### config.mk
export PLATFORM = sky130hd
export DESIGN_NAME = rtc_calendar_core
export DESIGN_NICKNAME = d
export VERILOG_FILES = /design/src/rtl/rtc_cal_pkg.sv /design/src/rtl/rtc_tick_gen.sv /design/src/rtl/rtc_time_chain.sv /design/src/rtl/rtc_calendar_core.sv
export SDC_FILE = /design/constraint.sdc
export NUM_CORES = 1
export LEC_CHECK = 0
export BUFFER_PORTS_ARGS = -buffer_cell sky130_fd_sc_hd__buf_2
export CAP_MARGIN = 20
export CORE_MARGIN = 2
export CORE_UTILIZATION = 68
export CTS_CLUSTER_SIZE = 30
export DETAILED_ROUTE_END_ITERATION = 8
export PLACE_DENSITY = 0.86
export SYNTH_ARGS = -nofsm -noshare
export SYNTH_HDL_FRONTEND = slang
export SYNTH_HIERARCHICAL = 1
export SYNTH_SLANG_ARGS = --single-unit
### constraint.sdc
create_clock -name clk -period 4.71 [get_ports clk]
set_input_delay 0.7065 -clock clk [delete_from_list [all_inputs] [get_ports clk]]
set_output_delay 0.7065 -clock clk [all_outputs]
set_load 0.02 [all_outputs]
### src/rtl/rtc_cal_pkg.sv
package rtc_cal_pkg;

  typedef struct packed {
    logic [1:0]      yr_k;
    logic [2:0][3:0] yr;
    logic            mon_t;
    logic [3:0]      mon_o;
    logic [1:0]      day_t;
    logic [3:0]      day_o;
    logic [2:0]      wday;
    logic [1:0]      hr_t;
    logic [3:0]      hr_o;
    logic [2:0]      min_t;
    logic [3:0]      min_o;
    logic [2:0]      sec_t;
    logic [3:0]      sec_o;
  } rtc_time_t;

  localparam rtc_time_t RTC_RESET = '{
    yr_k: 2'd2, yr: '0, mon_t: 1'b0, mon_o: 4'd1, day_t: 2'd0, day_o: 4'd1,
    wday: 3'd0, hr_t: 2'd0, hr_o: 4'd0, min_t: 3'd0, min_o: 4'd0,
    sec_t: 3'd0, sec_o: 4'd0};

  localparam logic [3:0] CTL_ADDR = 4'hF;

  // one BCD digit step: bit 4 is the carry out, bits 3:0 the new digit
  function automatic logic [4:0] dig_step(input logic [3:0] d, input logic [3:0] lim);
    if (d >= lim) return 5'b1_0000;
    return {1'b0, d + 4'd1};
  endfunction

  // two-digit BCD year divisible by four: (10*t + o) mod 4 == (2*t + o) mod 4
  function automatic logic leap_year(input logic [3:0] ones, input logic [3:0] tens);
    logic [3:0] s;
    s = ones + {2'b00, tens[0], 1'b0};
    return (s[1:0] == 2'b00);
  endfunction

  function automatic logic [7:0] month_last(input logic mt, input logic [3:0] mo,
                                            input logic lp);
    if (!mt && mo == 4'd2) return lp ? 8'h29 : 8'h28;
    if ((!mt && (mo == 4'd4 || mo == 4'd6 || mo == 4'd9)) || (mt && mo == 4'd1))
      return 8'h30;
    return 8'h31;
  endfunction

endpackage

### src/rtl/rtc_tick_gen.sv
module rtc_tick_gen #(
  parameter int TICKS_PER_SEC = 32768,
  parameter int BUSY_TICKS    = 8
) (
  input  logic clk,
  input  logic rst_n,
  input  logic ref_tick,
  input  logic ctl_wr,
  input  logic [3:0] ctl_data,
  output logic sec_pulse,
  output logic adj_fire,
  output logic adj_pend,
  output logic stop_q,
  output logic busy
);
  localparam int CW = (TICKS_PER_SEC > 2) ? $clog2(TICKS_PER_SEC) : 1;
  localparam logic [CW-1:0] LAST      = CW'(TICKS_PER_SEC - 1);
  localparam logic [CW-1:0] WIN_START = CW'(TICKS_PER_SEC - BUSY_TICKS);

  logic [CW-1:0] div_q, div_d;
  logic          div_en;
  logic          stop_d, adj_d;
  logic          at_last;

  always_comb begin
    at_last   = (div_q == LAST);
    adj_fire  = ref_tick & adj_pend;
    sec_pulse = ref_tick & ~stop_q & ~adj_pend & at_last;
    div_en    = stop_q | adj_fire | ref_tick;
    if (stop_q || adj_fire)  div_d = '0;
    else if (at_last)        div_d = '0;
    else                     div_d = div_q + CW'(1);
    stop_d = ctl_wr ? ctl_data[1] : stop_q;
    if (ctl_wr && ctl_data[0]) adj_d = 1'b1;
    else if (adj_fire)         adj_d = 1'b0;
    else                       adj_d = adj_pend;
    busy = adj_pend | (~stop_q & (div_q >= WIN_START));
  end

  always_ff @(posedge clk or negedge rst_n) begin
    if (!rst_n) begin
      div_q    <= '0;
      stop_q   <= 1'b0;
      adj_pend <= 1'b0;
    end else begin
      if (div_en) div_q <= div_d;
      stop_q   <= stop_d;
      adj_pend <= adj_d;
    end
  end

endmodule

### src/rtl/rtc_time_chain.sv
module rtc_time_chain
  import rtc_cal_pkg::*;
(
  input  logic      clk,
  input  logic      rst_n,
  input  logic      sec_pulse,
  input  logic      adj_fire,
  input  logic      osc_stop,
  input  logic      wr_en,
  input  logic [3:0] wr_addr,
  input  logic [3:0] wr_data,
  output rtc_time_t cur,
  output logic      fail_q
);
  rtc_time_t  nx;
  logic       nx_fail, upd_en;
  logic [4:0] s0, s1, m0, m1, h0, d0, y_r;
  logic [7:0] last_day;
  logic       min_step, hr_step, day_step, mon_step, yr_step, ycar;

  always_comb begin
    nx       = cur;
    nx_fail  = fail_q;
    min_step = 1'b0;
    hr_step  = 1'b0;
    day_step = 1'b0;
    mon_step = 1'b0;
    yr_step  = 1'b0;
    s0 = dig_step(cur.sec_o, 4'd9);
    s1 = dig_step({1'b0, cur.sec_t}, 4'd5);
    m0 = dig_step(cur.min_o, 4'd9);
    m1 = dig_step({1'b0, cur.min_t}, 4'd5);
    h0 = dig_step(cur.hr_o, 4'd9);
    d0 = dig_step(cur.day_o, 4'd9);
    y_r = 5'd0;
    last_day = month_last(cur.mon_t, cur.mon_o, leap_year(cur.yr[0], cur.yr[1]));

    // seconds: rounding command overrides the ordinary carry
    if (adj_fire) begin
      nx.sec_o = 4'd0;
      nx.sec_t = 3'd0;
      min_step = (cur.sec_t >= 3'd3);
    end else if (sec_pulse) begin
      nx.sec_o = s0[3:0];
      if (s0[4]) begin
        nx.sec_t = s1[2:0];
        min_step = s1[4];
      end
    end

    if (min_step) begin
      nx.min_o = m0[3:0];
      if (m0[4]) begin
        nx.min_t = m1[2:0];
        hr_step  = m1[4];
      end
    end

    if (hr_step) begin
      if ({2'b00, cur.hr_t, cur.hr_o} >= 8'h23) begin
        nx.hr_t  = 2'd0;
        nx.hr_o  = 4'd0;
        day_step = 1'b1;
      end else begin
        nx.hr_o = h0[3:0];
        if (h0[4]) nx.hr_t = cur.hr_t + 2'd1;
      end
    end

    if (day_step) begin
      nx.wday = (cur.wday >= 3'd6) ? 3'd0 : cur.wday + 3'd1;
      if ({2'b00, cur.day_t, cur.day_o} >= last_day) begin
        nx.day_t = 2'd0;
        nx.day_o = 4'd1;
        mon_step = 1'b1;
      end else begin
        nx.day_o = d0[3:0];
        if (d0[4]) nx.day_t = cur.day_t + 2'd1;
      end
    end

    if (mon_step) begin
      if ({3'b000, cur.mon_t, cur.mon_o} >= 8'h12) begin
        nx.mon_t = 1'b0;
        nx.mon_o = 4'd1;
        yr_step  = 1'b1;
      end else if (cur.mon_o >= 4'd9) begin
        nx.mon_o = 4'd0;
        nx.mon_t = 1'b1;
      end else begin
        nx.mon_o = cur.mon_o + 4'd1;
      end
    end

    ycar = yr_step;
    for (int i = 0; i < 3; i++) begin
      y_r = dig_step(cur.yr[i], 4'd9);
      if (ycar) begin
        nx.yr[i] = y_r[3:0];
        ycar     = y_r[4];
      end
    end
    if (ycar) nx.yr_k = cur.yr_k + 2'd1;

    if (wr_en) begin
      case (wr_addr)
        4'h0: nx.sec_o = wr_data;
        4'h1: begin nx.sec_t = wr_data[2:0]; nx_fail = wr_data[3]; end
        4'h2: nx.min_o = wr_data;
        4'h3: nx.min_t = wr_data[2:0];
        4'h4: nx.hr_o  = wr_data;
        4'h5: nx.hr_t  = wr_data[1:0];
        4'h6: nx.wday  = wr_data[2:0];
        4'h7: nx.day_o = wr_data;
        4'h8: nx.day_t = wr_data[1:0];
        4'h9: nx.mon_o = wr_data;
        4'hA: nx.mon_t = wr_data[0];
        4'hB: nx.yr[0] = wr_data;
        4'hC: nx.yr[1] = wr_data;
        4'hD: nx.yr[2] = wr_data;
        4'hE: nx.yr_k  = wr_data[1:0];
        default: ;
      endcase
    end

    if (osc_stop) nx_fail = 1'b1;
    upd_en = sec_pulse | adj_fire | wr_en | osc_stop;
  end

  always_ff @(posedge clk or negedge rst_n) begin
    if (!rst_n) begin
      cur    <= RTC_RESET;
      fail_q <= 1'b1;
    end else if (upd_en) begin
      cur    <= nx;
      fail_q <= nx_fail;
    end
  end

endmodule

### src/rtl/rtc_calendar_core.sv
module rtc_calendar_core
  import rtc_cal_pkg::*;
#(
  parameter int TICKS_PER_SEC = 32768,
  parameter int BUSY_TICKS    = 8
) (
  input  logic       clk,
  input  logic       rst_n,
  input  logic       ref_tick,
  input  logic       osc_stop,
  input  logic       bus_we,
  input  logic [3:0] bus_addr,
  input  logic [3:0] bus_wdata,
  output logic [3:0] bus_rdata
);
  logic [1:0] rst_pipe;
  logic       rst_sync_n;
  logic       ctl_wr, fld_wr;
  logic       sec_pulse, adj_fire, adj_pend, stop_q, busy, fail_q;
  rtc_time_t  t_now;

  always_ff @(posedge clk or negedge rst_n) begin
    if (!rst_n) rst_pipe <= 2'b00;
    else        rst_pipe <= {rst_pipe[0], 1'b1};
  end
  assign rst_sync_n = rst_pipe[1];

  assign ctl_wr = bus_we & (bus_addr == CTL_ADDR);
  assign fld_wr = bus_we & (bus_addr != CTL_ADDR);

  rtc_tick_gen #(
    .TICKS_PER_SEC(TICKS_PER_SEC),
    .BUSY_TICKS   (BUSY_TICKS)
  ) u_tick (
    .clk      (clk),
    .rst_n    (rst_sync_n),
    .ref_tick (ref_tick),
    .ctl_wr   (ctl_wr),
    .ctl_data (bus_wdata),
    .sec_pulse(sec_pulse),
    .adj_fire (adj_fire),
    .adj_pend (adj_pend),
    .stop_q   (stop_q),
    .busy     (busy)
  );

  rtc_time_chain u_chain (
    .clk      (clk),
    .rst_n    (rst_sync_n),
    .sec_pulse(sec_pulse),
    .adj_fire (adj_fire),
    .osc_stop (osc_stop),
    .wr_en    (fld_wr),
    .wr_addr  (bus_addr),
    .wr_data  (bus_wdata),
    .cur      (t_now),
    .fail_q   (fail_q)
  );

  always_comb begin
    case (bus_addr)
      4'h0:    bus_rdata = t_now.sec_o;
      4'h1:    bus_rdata = {fail_q, t_now.sec_t};
      4'h2:    bus_rdata = t_now.min_o;
      4'h3:    bus_rdata = {1'b0, t_now.min_t};
      4'h4:    bus_rdata = t_now.hr_o;
      4'h5:    bus_rdata = {2'b00, t_now.hr_t};
      4'h6:    bus_rdata = {1'b0, t_now.wday};
      4'h7:    bus_rdata = t_now.day_o;
      4'h8:    bus_rdata = {2'b00, t_now.day_t};
      4'h9:    bus_rdata = t_now.mon_o;
      4'hA:    bus_rdata = {3'b000, t_now.mon_t};
      4'hB:    bus_rdata = t_now.yr[0];
      4'hC:    bus_rdata = t_now.yr[1];
      4'hD:    bus_rdata = t_now.yr[2];
      4'hE:    bus_rdata = {2'b00, t_now.yr_k};
      default: bus_rdata = {2'b00, stop_q, busy};
    endcase
  end

endmodule

==> metrics.txt, run 1 <==
vias after detailed routing=around 5,200; CTS root buf=clkbuf_8; Psw=~850 uW; startpoint type of the worst setup path=flop; Post-Syn Nets=~690; post-CTS sizing=0; largest area contributor in the netlist=dfrtp_1; sequential element share of the synthesized area=between 30% and 40%; Die Span Y=92.92 um; Critical Path Fanout Max=12; Post-Synthesis Cells=634; Clk pwr share=between 20% and 30%; RSZ-0062 raised after global routing=false; status=complete, but fails checks; DRT iter0 DRCs=672; Async SR Flop Fraction=100.0%; most frequent cell after synthesis=dfrtp_1; share of post-route cells with drive strength above 1=a little under a tenth; max-cap violation count=0; failing checks=design-rule violations; GR Overflow Total=0; Final period util=83.33%; switch share=between 40 and 50%; Die X-Extent=slightly above 90 um; cell-internal power=around 1200 uW; Post-synth EDFFs=0; slowest stage delay, CP=0.90 ns; CTS tree=yes; clk_skew=0.01632 ns; # rows=32; DRC=1; max-slew violations=0; ys flop type=dfrtp_1; CTS Buffer Depth=2; total CTS buffers=9; initial antenna violation count=0; latest clock arrival within the worst-skew pair=about 0.35 ns; Post CTS Setup Buffer Count=0; Slew HR=around 30%; synth warn=6; port bufs=16; Post-Route WL=between 10,000 and 15,000 um; Commonest cells post-synth=64 x dfrtp_1, 61 x nor2_1, 55 x nand2_1; clk slew on worst S/H paths=0.08 ns; Tot GR Track Use=36.11%; initial core utilization=69.94%; DR pass1 iterations=9; CTS Sinks=68; crit path cell chain=ha_1 > nand4_1 > nor4_1 > and3_1 > nand3b_4 > o32a_1 > nor3_2 > nand3_1 > o311ai_1; Seq pwr share=between 40% and 50%; largest net degree at the start of global routing=67; Slew @ Worst Pin=roughly 1.0 ns; Distinct cells, synth=76; Required @ worst endpoint=4.96 ns; Yosys top cell area share=between 20% and 30%; H-tree levels=3; Mapped Area=between 0.005 and 0.006 mm^2; Final setup viols=0; top achievable clock speed=0.2548 GHz; nets=a little under 700; vias per inst=7.078; CTS Hold Buffers Added=0; PwrDens=around 370 mW/mm^2; Tot Pwr=around 2100 uW; worst hold path class=primary input to asynchronous set/reset pin; GP Congestion=between 0.9 and 1; first-pass GRT wire length=between 20,000 and 25,000 um; critical path capture point type=flop; VDD IR max=0.0002647 V; final setup TNS=0 ns; DRT antenna net count=0; Diodes inserted=0; min Tclk post-route=3.925 ns; Logic pwr share=between 30 and 40%; core box area=between 0.007 and 0.008 mm^2; Ports=17; Leak Pwr=between 0.002 and 0.0025 uW; vias in the first global route=a little under 5,000; Fill cells=just under 600; Final Hold Fails=0; detailed placer's ending HPWL=10,570 um; Seq cells post-synth=just under 70; WL/cell=about 20 um; CP Class=flop to flop; top post-synthesis cells by area=dfrtp_1 30%, ha_1 8.8%, nor2_1 4.3%, nand2_1 3.8%, nand3_1 3.4%; WP data arrival=roughly 4.2 ns; critical path's slowest cell=nor3_2; syn avg cell area=8.480 um^2; Die Footprint=0.008634 mm^2; Area Overhead vs Synth=4.771%
==> power by group through the flow <==
stage          clock (uW)  combinational (uW)  sequential, uW
2_1_floorplan           0                 523             839
3_3_place_gp            0                 625             896
3_5_place_dp            0                 658             904
4_1_cts               522                 660             894
5_1_grt               540                 753             923
6_report              518                 677             902
==> worst paths after layout <==
kind,to,slack (ns),cells past startpoint,start
max,u_chain/cur[44],0.79,9,u_tick/div_q[0]
min,rst_pipe[0],0.13,1,rst_n
max reg2reg,u_chain/cur[44],0.79,9,u_tick/div_q[0]
min reg2reg,rst_pipe[1],0.40,0,rst_pipe[0]
max in group asynchronous,u_chain/cur[33],3.68,1,rst_pipe[1]
min in group clk,rst_pipe[1],0.40,0,rst_pipe[0]
==> sequential cells by signal, summed over array words and instances, names as in the netlist <==
signal	flops
u_chain/fail_q	1
u_tick/adj_pend	1
u_tick/div_q	15
u_chain/cur	48
rst_pipe	2
u_tick/stop_q	1
==> metal layers <==
metal,GRT usage (%),wire [um],share of wire [%]
met1,48.60,5939,40
met2,56.70,7003,47
met3,6.753,1401,9.4
met4,16.42,569,3.8
met5,0,0,0
==> final cells by class <==
cell class / count / area [um^2] / area share (%)
clock inverter: 5 / 58.81 / 1.044
clock buffer: 11 / 151.4 / 2.688
tap: 102 / 127.6 / 2.266
sequential: 68 / 1708 / 30.32
multi-input combinational: 496 / 3342 / 59.33
timing repair buffer: 18 / 95.09 / 1.688
inverter: 40 / 150.1 / 2.665
==> critical path: cells and delay by family, from the launching register on <==
kind | cells | cell delay (ns)
AO/OA/AOI/OAI | 2 | 0.79
adder cells (fa/ha/maj) | 1 | 0.25
flip-flops | 1 | 0.41
AND/OR/NAND/NOR | 6 | 2.37
==> cell families (layout without fill, tap and decap cells) <==
kind of cell,count (synthesis),count (layout),share of synthesized area (%)
xor+xnor,5,5,0.8147
compound gates,176,176,22.64
mux,15,15,2.839
simple gates,261,261,26.95
flops,68,68,31.74
buf+inv,70,74,6.097
fa+ha+maj,38,38,8.843
other cells,1,1,0.06975
==> cells in the final DEF, fill, tap and decap left out, types with 16 or more instances in the layout <==
cell type,n
dfrtp_1,63
nor2_1,61
nand2_1,55
inv_1,40
ha_1,38
nand3_1,36
o21ai_0,33
a31oi_1,26
a21oi_1,19
buf_2,16
==> stage by stage <==
step                utilization [%]  instance area (um^2)  hold slack (ns)  cells  worst slack [ns]
CTS                           73.27                  5633           0.1233    740            0.9344
detailed placement            70.54                  5423           0.3725    724            0.9544
global route                  73.27                  5633           0.1216    740            0.6149
floorplan                         -                  5376           0.3312    634             1.669
finish                        73.27                  5633           0.1297    740            0.7851
global placement              70.54                  5423           0.3362    724             1.163
(Power assumes the default switching activity.)
==> inputs of run 2 (changes only) <==
Settings changed: CORE_UTILIZATION 68 to 64, PLACE_DENSITY 0.86 to 0.82.
Clock period 4.71 ns to 4.05 ns, I/O delays scaled along.
==> run 2 against run 1 <==
  * The flow now finishes without violations
  * Clock skew is 0.0038 ns lower
  * Routed wire length is 1.8% higher
  * Clock power is 1% lower
  * Die area is 6.0% higher
  * Combinational power is 18% higher
  * Final area is 0.53% higher
  * Final cell count is 1.4% higher
  * Register-to-register slack worse by 0.29 ns
  * Setup slack worse by 0.29 ns
  * Core utilization is 4.0 points lower
  * Flip-flop and latch count stayed put
  * Non-clock buffer count is 7 higher
  * Critical path type unchanged
  * Highest routed layer unchanged
==> metrics.txt, run 2 (synthesized netlist as in run 1, its figures left out) <==
Die X-Extent=between 90 and 100 um; PwrDens=around 420 mW/mm^2; crit path cell chain=ha_1 > nand4_1 > nor4_1 > and3_1 > nand3b_4 > o32a_1 > nor4_4 > nand4_1 > a31oi_1; first-pass GRT wire length=roughly 25,000 um; critical path's top delay family=simple AND/OR/NAND/NOR gates; Final Hold Fails=0; status=complete, no violations; Diodes inserted=0; Multi-input gate area=~0.0033 mm^2; post-CTS sizing=0; core box area=just over 0.008 mm^2; initial core utilization=65.76%; clk_skew=between 0.01 and 0.015 ns; port bufs=16; Post-Route WL=15,180 um; WP data arrival=between 3 and 4 ns; commonest non-fill, non-tap cell in the layout=dfrtp_1; placed cells=between 700 and 800; clk slew on worst S/H paths=0.08 ns; Final period util=between 80% and 90%; DRT iter0 DRCs=between 600 and 700; Post CTS Setup Buffer Count=0; GR Overflow Total=0; share of post-route cells with drive strength above 1=9.922%; Die Span Y=about 96 um; Final setup viols=0; Die Footprint=0.009150 mm^2; CTS Buffer Depth=2; critical path capture point type=flop; min Tclk post-route=~3.6 ns; final hold slack=0.02801 ns; most frequent CP cell=nand4_1; final setup TNS=0 ns; FF+latch area=approximately 0.0017 mm^2; largest net degree at the start of global routing=44; DR pass1 iterations=6; Critical Path Fanout Max=12; Tot GR Track Use=between 30% and 40%; VDD IR max=~0.00021 V; detailed placer's ending HPWL=10,740 um; Layout Cells excl Fill=between 700 and 800; RSZ-0062 raised after global routing=false; largest registers=u_chain/cur: 48 flops, u_tick/div_q: 15 flops, rst_pipe: 2 flops; latest clock arrival within the worst-skew pair=between 0.3 and 0.4 ns; # rows=33; DRC=0; most frequent cells in the layout=63 x dfrtp_1, 61 x nor2_1, 55 x nand2_1, 40 x inv_1, 38 x ha_1; Slew HR=between 20% and 30%; CTS tree=yes; CTS root buf=clkbuf_8; Tot Pwr=2373 uW; H-tree levels=3; critical path's slowest cell=nor4_4; startpoint type of the worst setup path=flop; nets=~700; total CTS buffers=9; CP bufs+invs=0; max-slew violations=0; Leak Pwr=roughly 0.0024 uW; vias after detailed routing=about 5,200; CTS Sinks=68; Ports=17; Area Overhead vs Synth=5.329%; Slew @ Worst Pin=around 1.1 ns; worst reg2reg path startpoint=u_tick/div_q[0]; Worst R2R Path Depth=9; CP Class=flop to flop; Register-to-Register Setup Slack=0.50 ns; Worst Setup SP=u_tick/div_q[0]; vias per inst=around 7.0; CTS Hold Buffers Added=0; worst hold path class=primary input to asynchronous set/reset pin; Required @ worst endpoint=~4.3 ns; vias in the first global route=around 4,900; GP Congestion=around 0.9; initial antenna violation count=0; fin util=69.27%; Fill cells=just under 700; WL/cell=20.24 um; worst flop-to-flop path endpoint=u_chain/cur[35]; Largest register FFs=48; DRT antenna net count=0; top achievable clock speed=roughly 0.28 GHz; Reg with most FFs=u_chain/cur; slowest stage delay, CP=between 0.7 and 0.8 ns; max-cap violation count=0
[run 2: worst max path at each step]
stage	endpoint	cells past startpoint
CTS	u_chain/cur[35]	9
finish	u_chain/cur[35]	9
global placement	u_chain/cur[40]	9
floorplan	u_chain/cur[34]	14
detailed placement	u_chain/cur[35]	9
global route	u_chain/cur[31]	9
[run 2: per-layer routing]
metal	wire, um	share of wire (%)	GRT usage, %	vias to the layer above
met3	1246	8.2	4.585	56
met1	6188	41	46.24	2523
met5	0	0	0	-
li1	-	-	-	2376
met2	7215	48	56.70	282
met4	528	3.5	15.36	0
[run 2: layout make-up]
class / count / share of cell area [%]
multi-input cells: 496 / 59.01
flip-flops and latches: 68 / 30.16
well taps: 105 / 2.320
clock buffers: 12 / 2.563
repair buffers: 25 / 2.828
clock inverters: 4 / 0.4640
inverters: 40 / 2.651
[run 2: per-stage QoR]
step / area [um^2] / setup WS [ns]
after floorplan: 5376 / 1.009
after global placement: 5472 / 0.7488
after detailed placement: 5472 / 0.6178
after CTS: 5643 / 0.6011
after global routing: 5663 / 0.2829
final: 5663 / 0.4986
[run 2: where the power goes]
group	internal [uW]	switching (uW)
Sequential	817	241
Combinational	324	478
Clock	239	275
[run 2: worst register-to-register path: cells and delay by family, from the launching register on]
kind                     cells  cell delay, ns
AO/OA/AOI/OAI                2            0.70
AND/OR/NAND/NOR              6            2.10
adder cells (fa/ha/maj)      1            0.26
flip-flops                   1            0.41
